File: config.mk
export PLATFORM = sky130hd
export DESIGN_NAME = exec_alu
export DESIGN_NICKNAME = d
export VERILOG_FILES = /design/src/rtl/exec_alu_pkg.sv /design/src/rtl/alu_addsub.sv /design/src/rtl/alu_shifter.sv /design/src/rtl/alu_logic.sv /design/src/rtl/exec_alu.sv
export SDC_FILE = /design/constraint.sdc
export NUM_CORES = 1
export LEC_CHECK = 0
export BUFFER_PORTS_ARGS = -buffer_cell sky130_fd_sc_hd__buf_2
export CAP_MARGIN = 20
export CORE_MARGIN = 3
export CORE_UTILIZATION = 50
export DETAILED_ROUTE_END_ITERATION = 8
export PLACE_DENSITY = 0.75
export SLEW_MARGIN = 20
export SYNTH_ARGS = -nofsm -noshare
export SYNTH_HDL_FRONTEND = slang
export SYNTH_SLANG_ARGS = --single-unit
File: constraint.sdc
create_clock -name vclk -period 7.2
set_input_delay 1.44 -clock vclk [all_inputs]
set_output_delay 1.44 -clock vclk [all_outputs]
set_load 0.03 [all_outputs]
File: src/rtl/exec_alu_pkg.sv
package exec_alu_pkg;
  typedef enum logic [3:0] {
    OP_ADD = 4'd0,
    OP_SUB = 4'd1,
    OP_NEG = 4'd2,
    OP_ABS = 4'd3,
    OP_SLL = 4'd4,
    OP_SRL = 4'd5,
    OP_SRA = 4'd6,
    OP_AND = 4'd7,
    OP_OR  = 4'd8,
    OP_XOR = 4'd9,
    OP_NOT = 4'd10
  } alu_op_e;

  localparam int OP_W = 4;
endpackage

File: src/rtl/alu_addsub.sv
module alu_addsub
  import exec_alu_pkg::*;
#(
  parameter int W = 32
) (
  input  logic [W-1:0]    a_i,
  input  logic [W-1:0]    b_i,
  input  logic [OP_W-1:0] op_i,
  output logic [W-1:0]    sum_o,
  output logic            cout_o,
  output logic [W-1:0]    abs_o,
  output logic            abs_took_diff_o
);
  // one W+1 bit adder with optional inversion and carry-in
  function automatic logic [W:0] add_core(input logic [W-1:0] x,
                                          input logic [W-1:0] y,
                                          input logic         inv);
    logic [W-1:0] y_eff;
    y_eff = inv ? ~y : y;
    return {1'b0, x} + {1'b0, y_eff} + {{W{1'b0}}, inv};
  endfunction

  logic         zero_minuend;
  logic         subtract;
  logic [W-1:0] lhs;
  logic [W-1:0] rhs;
  logic [W:0]   full;

  always_comb begin
    zero_minuend = (op_i == OP_NEG) || (op_i == OP_ABS);
    subtract     = zero_minuend || (op_i == OP_SUB);
    lhs          = zero_minuend ? '0 : a_i;
    rhs          = zero_minuend ? a_i : b_i;
    full         = add_core(lhs, rhs, subtract);
  end

  assign sum_o           = full[W-1:0];
  assign cout_o          = full[W];
  assign abs_took_diff_o = a_i[W-1];
  assign abs_o           = abs_took_diff_o ? full[W-1:0] : a_i;
endmodule

File: src/rtl/alu_shifter.sv
module alu_shifter
  import exec_alu_pkg::*;
#(
  parameter int W = 32
) (
  input  logic [W-1:0]         a_i,
  input  logic [$clog2(W)-1:0] amt_i,
  input  logic                 left_i,
  input  logic                 arith_i,
  output logic [W-1:0]         res_o
);
  localparam int SHW = $clog2(W);

  logic [W-1:0] stage [SHW+1];
  logic         fill;

  assign fill     = arith_i & a_i[W-1];
  assign stage[0] = a_i;

  // log2(W) stages, stage i moves by 2**i when its distance bit is set
  for (genvar i = 0; i < SHW; i++) begin : g_stage
    localparam int D = 1 << i;
    logic [W-1:0] moved;
    always_comb begin
      if (left_i) moved = {stage[i][W-D-1:0], {D{1'b0}}};
      else        moved = {{D{fill}}, stage[i][W-1:D]};
    end
    assign stage[i+1] = amt_i[i] ? moved : stage[i];
  end

  assign res_o = stage[SHW];
endmodule

File: src/rtl/alu_logic.sv
module alu_logic
  import exec_alu_pkg::*;
#(
  parameter int W = 32
) (
  input  logic [W-1:0]    a_i,
  input  logic [W-1:0]    b_i,
  input  logic [OP_W-1:0] op_i,
  output logic [W-1:0]    res_o
);
  always_comb begin
    case (op_i)
      OP_AND:  res_o = a_i & b_i;
      OP_OR:   res_o = a_i | b_i;
      OP_XOR:  res_o = a_i ^ b_i;
      default: res_o = ~a_i;
    endcase
  end
endmodule

File: src/rtl/exec_alu.sv
module exec_alu
  import exec_alu_pkg::*;
#(
  parameter int W = 32
) (
  input  logic [W-1:0]    opnd_a,
  input  logic [W-1:0]    opnd_b,
  input  logic [3:0]      op_sel,
  output logic [W-1:0]    result,
  output logic [W-1:0]    mem_addr,
  output logic            flag_c,
  output logic            flag_z
);
  localparam int SHW = $clog2(W);

  logic [W-1:0] add_sum;
  logic         add_cout;
  logic [W-1:0] abs_val;
  logic         abs_took_diff;
  logic [W-1:0] shf_res;
  logic [W-1:0] lgc_res;
  logic         shf_left;
  logic         shf_arith;

  assign shf_left  = (op_sel == OP_SLL);
  assign shf_arith = (op_sel == OP_SRA);

  alu_addsub #(.W(W)) u_addsub (
    .a_i(opnd_a), .b_i(opnd_b), .op_i(op_sel),
    .sum_o(add_sum), .cout_o(add_cout),
    .abs_o(abs_val), .abs_took_diff_o(abs_took_diff)
  );

  alu_shifter #(.W(W)) u_shift (
    .a_i(opnd_a), .amt_i(opnd_b[SHW-1:0]),
    .left_i(shf_left), .arith_i(shf_arith), .res_o(shf_res)
  );

  alu_logic #(.W(W)) u_logic (
    .a_i(opnd_a), .b_i(opnd_b), .op_i(op_sel), .res_o(lgc_res)
  );

  // the address leaves straight from the adder, ahead of the mux
  assign mem_addr = add_sum;
  assign flag_c   = add_cout;
  assign flag_z   = (add_sum == '0);

  always_comb begin
    case (op_sel)
      OP_ADD, OP_SUB, OP_NEG:  result = add_sum;
      OP_ABS:                  result = abs_val;
      OP_SLL, OP_SRL, OP_SRA:  result = shf_res;
      OP_AND, OP_OR, OP_XOR,
      OP_NOT:                  result = lgc_res;
      default:                 result = '0;
    endcase
  end
endmodule

==> impl_results.md <==
* Total track usage at between 30% and 40%
* Synthesized cell area at 8400 µm²
* DRC at 1
* Post-Syn Nets at 1529
* Vias per cell at 7.07
* Finished Core Util at 59.3%
* Setup crit start: op_sel[3]
* Vias in the first global route at 10000
* Die Width at around 140 µm
* Dpl hpwl at 29900 µm
* Most frequent cells in the layout: nand2_1 (197), a21oi_1 (133), buf_2 (132)
* # fillers at 1590
* Clock power share at 0%
* Crit-path cells: buf_2 -> or3b_4 -> buf_4 -> nand2b_4 -> o221ai_1 -> ha_1 -> nor2b_4 -> o31a_1 -> nor3_2 -> xnor2_1 -> or4_4 -> or4b_4 -> nor4_4 -> nand4b_1 -> nor4_4 -> and4_1 -> buf_6
* Crit path kind: input pin to primary output
* Outcome: finished, violations left
* Netlist cell types at 77
* Slew Limit Fails at 0
* Initial Util at 51.9%
* Crit path capture: flag_z
* Switch Pwr at 0.795 mW
* Fmax at 0.142 GHz
* Max-cap violations at 0
* Final setup fails at 0
* Share of layout cells above drive strength 1 at 18.6%
* Crit path max-delay cell type: or4b_4
* Sw Share at 66.5%
* Failing checks: design-rule violations
* Crit-path max FO at 7
* Die height at 136 µm
* Startpoint types: input pin
* P_leak at 4.39 nW
* Antenna violations before repair at 0
* Ant. Diodes at 0
* Full die area at 18400 µm²
* Pint at 0.400 mW
* Worst-margin pin slew at just under 1 ns
* FF/Latch Area at 0 µm²
* Synth Instances at about 1400
* Most used cell along the critical path: nor4_4
* Worst EP required at 5.76 ns
* PwrDens at around 120 nW/µm²
* Routed Antenna Nets at 0
* Maximum vdd drop at 140 µV
* Flop pwr share at 0%
* First-pass GRT wire length at 58400 µm
* FFs & Latches at 0
* Synth Warn # at 0
* Seq/Total Area, Yosys at 0%
* Fin crit period at 7.03 ns
* CP endpoint kind: primary output
* Tightest Hold Check Type: input pin to primary output
* Final global-route overflow total at 0
* Area grow syn2layout at 14.2%
* Avg Cell Area, Syn at 6.15 µm²
* Vias after detailed routing at around 12000
* Drt first pass iters at 9
* Total core area at approximately 16000 µm²
* Final wirelength at 39400 µm
* # nets final at 1606
* Most common cell after layout, fill and taps aside: nand2_1
* Fin crit share at a little over nine tenths
* Slew HR at 35.6%
* Num ports at 134
* Combinational cell fraction of total power at 100.0%
* Crit-path max cell delay at a little under 0.6 ns
* Initial DRC count at 1989
* Tot Pwr at 1.20 mW
* Avg WL per Cell at 23.8 µm
* # hold bufs at CTS at 0
* Site row count at 46
* Critical Path AT at 5.59 ns
* # clk buffers at 0
* Largest net degree at the start of global routing at 78
* Final hold vios at 0
* PortBufs at 134
* RePlAce Congestion at about 1.1
## routing by layer
| metal | vias up | routed length, µm | track usage (%) | part of all wire (%) |
|---|---|---|---|---|
| met5 | - | 0 | 0 | 0 |
| met3 | 132 | 5470 | 7.62 | 14 |
| li1 | 5259 | - | - | - |
| met4 | 0 | 1900 | 16.0 | 4.8 |
| met2 | 911 | 16800 | 59.9 | 43 |
| met1 | 5399 | 15300 | 56.2 | 39 |
## power groups by stage
| stage | Clock (mW) | Sequential (mW) | Combinational (mW) |
|---|---|---|---|
| after detailed placement | 0 | 0 | 1.12 |
| final | 0 | 0 | 1.20 |
| after global routing | 0 | 0 | 1.26 |
| after global placement | 0 | 0 | 1.11 |
| after floorplan | 0 | 0 | 0.733 |
| after CTS | 0 | 0 | 1.12 |
## Yosys cell counts, types with 20 or more instances
cell type  count  area share [%]
ha_1          95              14
nor2_1       112             5.0
nand3_1       23             1.4
and2_1        20             1.5
a31oi_1       30             2.2
inv_1         75             3.4
a21oi_1      135             8.0
a22oi_1       42             3.8
o221ai_1      33             3.4
a222oi_1      21             2.5
a211oi_1      27             2.4
nand2_1      197             8.8
clkbuf_1     109             4.9
o211ai_1      20             1.8
o21ai_0      125             7.4
## metrics by stage
step                hold slack (ns)  worst slack, ns   TNS (ns)  area (µm²)  std cells
floorplan                      3.15           0.0801          0        8400       1365
global placement               3.39          -0.0245    -0.0245        9330       1643
detailed placement             3.39          -0.0535    -0.0535        9330       1643
CTS                            3.39           0.0245          0        9330       1643
global route                   3.45        -0.000973  -0.000973        9590       1656
finish                         3.40            0.168          0        9590       1656
## worst max-delay path: cells and delay by family
family | cells | cell delay [ns]
AO/OA/AOI/OAI | 2 | 0.44
XOR/XNOR | 1 | 0.11
adder cells (fa/ha/maj) | 1 | 0.36
buffers and inverters | 3 | 0.41
AND/OR/NAND/NOR | 10 | 2.84
## logic make-up after synthesis
logic type               share of synthesized area (%)
adder cells (fa/ha/maj)                           14.4
multiplexers                                      5.11
XOR/XNOR                                          2.50
buffers and inverters                             9.56
AND/OR/NAND/NOR                                   22.9
AO/OA/AOI/OAI                                     45.6
## how the worst min path moves through the flow
stage	startpoint	to	slack, ns	cells after the start
detailed placement	opnd_a[5]	result[5]	3.39	4
global route	opnd_a[1]	result[1]	3.45	4
CTS	opnd_a[5]	result[5]	3.39	4
global placement	opnd_a[5]	result[5]	3.39	4
finish	opnd_a[5]	result[5]	3.40	4
floorplan	opnd_a[5]	result[5]	3.15	2
## timing repair
item	CTS	global route
endpoints found under the hold margin	0	0
gates cloned	0	0
endpoints found under the setup margin	1	5
pin swaps	0	17
gates resized for setup	1	38
buffers inserted	0	13
## cell type report
cell class                      count  area (µm²)  share of cell area, %
Tap cell                          216         270                   2.82
Inverter                           76         285                   2.97
Timing Repair Buffer              206        1260                   13.1
Multi-Input combinational cell   1158        7780                   81.1
(Power assumes the default switching activity.)
